**src/rtl/vga_fwd_pkg.sv**
```systemverilog
package vga_fwd_pkg;

  typedef enum logic [1:0] {
    SP_NONE = 2'b00,
    SP_MEM  = 2'b01,
    SP_IO   = 2'b10,
    SP_RSVD = 2'b11
  } space_e;

  localparam int IO_WIN_N = 2;

  // Low-10-bit I/O windows; index 0 is the mono block, index 1 the colour block
  function automatic logic [9:0] io_win_lo(input int idx);
    return (idx == 0) ? 10'h3B0 : 10'h3C0;
  endfunction

  function automatic logic [9:0] io_win_hi(input int idx);
    return (idx == 0) ? 10'h3BB : 10'h3DF;
  endfunction

endpackage

```
**src/rtl/vga_mem_match.sv**
```systemverilog
module vga_mem_match #(
  parameter int          ADDR_W = 64,
  parameter logic [63:0] WIN_LO = 64'h000A_0000,
  parameter logic [63:0] WIN_HI = 64'h000B_FFFF
) (
  input  logic [ADDR_W-1:0] addr,
  output logic              hit
);
  localparam logic [ADDR_W-1:0] LO = WIN_LO[ADDR_W-1:0];
  localparam logic [ADDR_W-1:0] HI = WIN_HI[ADDR_W-1:0];

  always_comb hit = (addr >= LO) && (addr <= HI);
endmodule

```
**src/rtl/vga_io_match.sv**
```systemverilog
module vga_io_match
  import vga_fwd_pkg::*;
#(
  parameter int ADDR_W  = 64,
  parameter int ALIAS_W = 10,
  parameter int SPAN_W  = 16
) (
  input  logic [ADDR_W-1:0] addr,
  input  logic              strict,
  output logic              hit
);
  localparam int GAP_W = SPAN_W - ALIAS_W;

  logic [IO_WIN_N-1:0] win_hit;
  logic                upper_zero;
  logic                gap_zero;
  logic [ALIAS_W-1:0]  low;

  always_comb begin
    low        = addr[ALIAS_W-1:0];
    upper_zero = (addr[ADDR_W-1:SPAN_W] == '0);
    gap_zero   = (addr[SPAN_W-1:ALIAS_W] == {GAP_W{1'b0}});
  end

  for (genvar gi = 0; gi < IO_WIN_N; gi++) begin : g_win
    localparam logic [ALIAS_W-1:0] LO = ALIAS_W'(io_win_lo(gi));
    localparam logic [ALIAS_W-1:0] HI = ALIAS_W'(io_win_hi(gi));
    always_comb win_hit[gi] = (low >= LO) && (low <= HI);
  end

  always_comb hit = upper_zero && (|win_hit) && (!strict || gap_zero);
endmodule

```
**src/rtl/vga_fwd_decoder.sv**
```systemverilog
module vga_fwd_decoder
  import vga_fwd_pkg::*;
#(
  parameter int ADDR_W  = 64,
  parameter int ALIAS_W = 10,
  parameter int SPAN_W  = 16
) (
  input  logic              clk,
  input  logic              rst,
  input  logic              req_valid,
  input  logic [ADDR_W-1:0] req_addr,
  input  logic [1:0]        req_space,
  input  logic              fwd_en,
  input  logic              dec16_en,
  input  logic              mem_en,
  input  logic              io_en,
  input  logic              from_sec,
  output logic              claim,
  output logic              claim_vld
);
  space_e sp;
  logic   mem_hit, io_hit, strict16, dir_ok, claim_d;
  logic   claim_q, vld_q;

  vga_mem_match #(.ADDR_W(ADDR_W)) u_mem (
    .addr (req_addr),
    .hit  (mem_hit)
  );

  vga_io_match #(.ADDR_W(ADDR_W), .ALIAS_W(ALIAS_W), .SPAN_W(SPAN_W)) u_io (
    .addr   (req_addr),
    .strict (strict16),
    .hit    (io_hit)
  );

  always_comb begin
    sp       = space_e'(req_space);
    strict16 = fwd_en & dec16_en;
    dir_ok   = from_sec ? ~fwd_en : fwd_en;
    unique case (sp)
      SP_MEM:  claim_d = dir_ok & mem_en & mem_hit;
      SP_IO:   claim_d = dir_ok & io_en & io_hit;
      default: claim_d = 1'b0;
    endcase
  end

  always_ff @(posedge clk) begin
    if (rst) begin
      claim_q <= 1'b0;
      vld_q   <= 1'b0;
    end else begin
      vld_q   <= req_valid;
      claim_q <= req_valid & claim_d;
    end
  end

  assign claim     = claim_q;
  assign claim_vld = vld_q;
endmodule

```
**config.mk**
```make
export PLATFORM = sky130hd
export DESIGN_NAME = vga_fwd_decoder
export DESIGN_NICKNAME = d
export VERILOG_FILES = /design/src/rtl/vga_fwd_pkg.sv /design/src/rtl/vga_mem_match.sv /design/src/rtl/vga_io_match.sv /design/src/rtl/vga_fwd_decoder.sv
export SDC_FILE = /design/constraint.sdc
export NUM_CORES = 1
export LEC_CHECK = 0
export BUFFER_PORTS_ARGS = -buffer_cell sky130_fd_sc_hd__buf_2
export CORE_MARGIN = 4
export CORE_UTILIZATION = 22
export DETAILED_ROUTE_END_ITERATION = 7
export PLACE_DENSITY = 0.84
export SETUP_SLACK_MARGIN = 0.5
export SYNTH_ARGS = -nofsm -noshare
export SYNTH_HDL_FRONTEND = slang
export SYNTH_SLANG_ARGS = --single-unit
export TNS_END_PERCENT = 10
```
**constraint.sdc**
```tcl
create_clock -name clk -period 2.4 [get_ports clk]
set_input_delay 0.36 -clock clk [delete_from_list [all_inputs] [get_ports clk]]
set_output_delay 0.36 -clock clk [all_outputs]
set_load 0.01 [all_outputs]
```
======== After elaboration in Yosys (flattened, before gate mapping) ========
Cells that the tools add are included.
storage, ports and cells
  logic and storage cells ................. 29
  output and inout bits ................... 2
  bits of input ports ..................... 74
  register bits ........................... 2
operators by class
  $lt $le $gt $ge ......................... 6
  multiplexer cells ....................... 2
  reductions and logical operators ........ 10
  equality and inequality tests ........... 2
  bitwise logic cells ..................... 7
operators by type and width
  operator                number
  $ge A64 B20 Y1 const B  1
  $le A64 B20 Y1 const B  1
  $logic_not A48 Y1       1
  $ge A10 B10 Y1 const B  2
  $le A10 B10 Y1 const B  2
  $and A1 B1 Y1           6
  $logic_not A6 Y1        1
  $logic_and A1 B1 Y1     5
  $eq A2 B1 Y1 const B    1
  $eq A2 B2 Y1 const B    1
  $pmux W1 S2             1
  $reduce_or A2 Y1        1
  $logic_not A1 Y1        1
  $logic_or A1 B1 Y1      1
  $mux W1                 1
  $not A1 Y1              1

======== Longest topological paths before layout ========
  depth after elaboration ................. 8
  depth in mapped cells ................... 6
  gate-level depth less buffers ........... 6

======== By module ========
A second synthesis with hierarchy kept.
second synthesis, totals
  cell total of the unflattened synthesis .. 54
  area, all modules ....................... 414.1 um^2
modules (own cells, without submodules)
  module           sequential area each (um^2)  cells an instance  area each (um^2)  times used
  vga_io_match     0.0                          25                 170.2             1
  vga_fwd_decoder  40.0                         13                 123.9             1
  vga_mem_match    0.0                          16                 120.1             1

======== Worst setup path before layout ========
Ideal clock, no wire load.
  path kind ............................... input port to flip-flop
  from .................................... input port req_space[0]
  to ...................................... register claim_q, in the netlist claim
  path slack .............................. 759 ps
  cell stages on the path ................. 6
  library setup time ...................... 66 ps
  data required time ...................... 2,334 ps
  buffers on the path ..................... 0
  arrival time ............................ 1,575 ps
  cells stage by stage .................... inv_1 ha_1 nor4_1 nand4_1 or4_1 a21oi_2
on the way
  longest elaborated chain between the ends .. 3
  elaborated cells on any way between the ends .. 4
  classes of those cells .................. 2 x eq/ne; 1 x mux; 1 x bitwise
ends and longest elaborated chain
  what                                                 line                   text
  from (decl)                                          vga_fwd_decoder.sv:12  input logic [1:0] req_space,
  $eq A2 B2 Y1 / $eq A2 B1 Y1 (equally long branches)  vga_fwd_decoder.sv:40  unique case (sp)
  $pmux W1 S2 (*)                                      vga_fwd_decoder.sv:40
  $and A1 B1 Y1 (*)                                    vga_fwd_decoder.sv:53  claim_q <= req_valid & claim_d;
  to (signal assigned)                                 vga_fwd_decoder.sv:53
  to (decl)                                            vga_fwd_decoder.sv:23  logic claim_q, vld_q;
Mark *: on every way between the ends. The rest lies on a longest branch, timed or not.
A chain may end at the register's enable or synchronous reset.

======== Worst setup path in the final report ========
Ends and elaborated chain as after synthesis.

==> out/summary.md <==
* worst hold start: rst
* required time of the worst setup path: 2560 ps
* largest cells by area after synthesis: sky130_fd_sc_hd__nor4_1 18%, sky130_fd_sc_hd__dfxtp_1 13%, sky130_fd_sc_hd__nor4_2 12%
* max cap viols: 0
* Worst Hold Depth: 2
* Synth Warn #: 0
* initial antenna violation count: 0
* multi-input gate area in the final layout: 263 µm²
* Post-CTS Setup Repair Bufs: 0
* worst slack on hold paths: 311 ps
* class of the most critical setup path: input port to flop
* top_reg_cell synth: sky130_fd_sc_hd__dfxtp_1
* critical path arrival: 1760 ps
* H-Tree Level Count: 1
* shortest clock period the worst path allows after layout: 1600 ps
* number of max-slew violations in the final report: 0
* cell type of the slowest stage on the worst timing path: sky130_fd_sc_hd__or4_1
* synthesized netlist cell count: 36
* Synth Area in XOR/XNOR: 2.82%
* number of placement rows: 13
* PostCTS Resize Cnt: 0
* maximum root-to-sink buffer count: 2
* delay of the slowest cell on the worst path: 500 ps
* TritonRoute pass-1 iters: 4
* Synth Area in Compound Gates: 17.7%
* global-route wire length before repair: 1.99 mm
* multiplexer share of the synthesized area: 0%
* routed via count: 615
* Min-Delay Endpoint: claim_vld
* count of final hold-check violations: 0
* flip-flop and latch count after synthesis: 2
* Final Wtd Congestion: 0.676
* commonest cells in the synthesized netlist: 9 x sky130_fd_sc_hd__nor4_1, 3 x sky130_fd_sc_hd__nand4_1, 3 x sky130_fd_sc_hd__nor4_2
* max-slew headroom at the worst pin: 82.7%
* master cell of the clock root buffer: sky130_fd_sc_hd__clkbuf_4
* largest net degree at the start of global routing: 3
* floorplan die area: 2080 µm²
* final-stage net count: 190
* element type at the critical path end: flop
* vias in the first global route: 625
* diode count: 0
* number of placed I/O pins: 76
* simple-gate area share of the yosys netlist: 56.0%
* leakage power summed over all cells: 0.380 nW
* biggest fanout along the worst timing path: 2
* Worst IR Drop VDD: 0.0869 mV
* highest clock rate: 625 MHz
* most instantiated library cell after synthesis: sky130_fd_sc_hd__nor4_1
* dominant combinational cell family by area after synthesis: simple AND/OR/NAND/NOR gates
* Area growth syn-to-layout: 131%
* starting density of the core: 23.6%
* worst min path class: input port to flop
* port bufs: 73
* sequential fraction of the synthesis area: 12.9%
* cells along the critical path: buf_2 -> inv_1 -> ha_1 -> nor4_1 -> nand4_1 -> or4_1 -> a21oi_2
* Post-synth ARST share: 0%
* post-synth top area share: 18.1%
* final wirelength: 1.39 mm
* status: finished clean
* Chip Height: 45.6 µm
* setup repair after global routing missed its margin: no
* endpoints failing setup: 0
* nature of the critical path startpoint: input port
* post-route total power: 0.185 mW
* Buf/Inv on CP: 2
* fraction of final layout cells with drive strength greater than 1: 74.1%
* count of filler cells inserted in the layout: 133
* total clock buffers created by CTS: 3
* placeable core region: 1320 µm²
* final worst path period share: 66.7%
* TritonCTS clock tree: built
* HPWL Detailed: 1.35 mm
* clock transition time at the flip-flop clock pins of the worst setup and hold paths: 30 ps
* number of DRC markers after the initial detailed-route iteration: 1
* count of nets left with antenna violations after detail routing: 0
* wire per inst: 10.9 µm
* post-synth cell types: 18
* Setup Total Neg Slack: 0 ps
* adder-cell area share of the yosys netlist: 8.06%
* Worst path top cell family by delay: simple AND/OR/NAND/NOR gates
* CTS Hold Buffers Added: 0
* Overall Global Routing Usage: 13.0%
* Mapped Nets: 112
* actual transition at the worst max-transition pin: 258 ps
* average vias per placed instance: 4.84
* clock net sink count: 2
* number of enable flip-flop cells after synthesis: 0
* number of design rule violations left after detail routing: 0
* netlist area before placement: 310 µm²
* global route total overflow: 0
* area of all sequential standard cells: 40.0 µm²
* syn_area_per_cell: 8.62 µm²
* library cell occupying the most area in the post-synthesis netlist: sky130_fd_sc_hd__nor4_1
* power per cell area: 258 nW/µm²
* Die Width: 45.6 µm
## where the power goes
part	leakage (nW)	switching, mW	total (mW)	internal [mW]
clock network	0.0138	0.0185	0.0737	0.0551
registers	0.0164	0.000144	0.0345	0.0344
logic	0.350	0.0272	0.0770	0.0498
total	0.380	0.0459	0.185	0.139
## per-stage QoR
stage               instance area [µm²]  worst slack [ps]  cells  utilization (%)
floorplan                           310               759     36                -
global placement                    694               556    124             52.7
detailed placement                  694               540    124             52.7
CTS                                 717               775    127             54.4
global route                        717               708    127             54.4
finish                              717               800    127             54.4
## logic make-up after synthesis
group | after synthesis
and+or+nand+nor | 25
AOI/OAI and AO/OA | 4
buffers and inverters | 2
adders and majority gates | 2
DFF | 2
xor gates and xnor gates | 1
## worst max path at each step
stage / start / endpoint / slack (ps) / depth (start not counted)
detailed placement: req_space[0] / claim / 540 / 7
global route: req_space[0] / claim / 710 / 7
floorplan: req_space[0] / claim / 760 / 6
global placement: req_space[0] / claim / 560 / 7
finish: req_space[0] / claim / 800 / 7
CTS: req_space[0] / claim / 770 / 7
## area by class of cell
| type | instances | area share [%] |
|---|---|---|
| sequential | 2 | 5.58 |
| tap | 15 | 2.62 |
| inverter | 2 | 1.05 |
| clock buffer | 3 | 3.14 |
| timing repair buffer | 73 | 51.0 |
| multi-input combinational | 32 | 36.6 |
## cells in the final DEF (no fill, tap or decap)
cell type / Yosys / layout
sky130_fd_sc_hd__buf_2: 0 / 73
sky130_fd_sc_hd__nor4_1: 9 / 9
sky130_fd_sc_hd__nand4_1: 3 / 3
sky130_fd_sc_hd__nor4_2: 3 / 3
sky130_fd_sc_hd__clkbuf_4: 0 / 3
sky130_fd_sc_hd__inv_1: 2 / 2
sky130_fd_sc_hd__nor2b_1: 2 / 2
sky130_fd_sc_hd__nand2_1: 2 / 2
sky130_fd_sc_hd__nand3_1: 2 / 2
sky130_fd_sc_hd__ha_1: 2 / 2
sky130_fd_sc_hd__dfxtp_1: 2 / 2
sky130_fd_sc_hd__a211oi_1: 1 / 1
sky130_fd_sc_hd__nand4b_1: 1 / 1
sky130_fd_sc_hd__or4_4: 1 / 1
sky130_fd_sc_hd__o311ai_4: 1 / 1
sky130_fd_sc_hd__o211ai_2: 1 / 1
sky130_fd_sc_hd__nor2_1: 1 / 1
sky130_fd_sc_hd__xor2_1: 1 / 1
sky130_fd_sc_hd__or4_1: 1 / 1
sky130_fd_sc_hd__a21oi_2: 1 / 1
## metal layers
layer	part of all wire, %	GRT usage (%)
met5	0	0
met4	1.1	6.43
met3	11	2.37
met2	59	28.7
met1	28	9.81
## flip-flops by register name, indices dropped and copies added (netlist names)
register and cells:
claim 1, claim_vld 1
No activity file was read; power rests on OpenSTA's default activity.
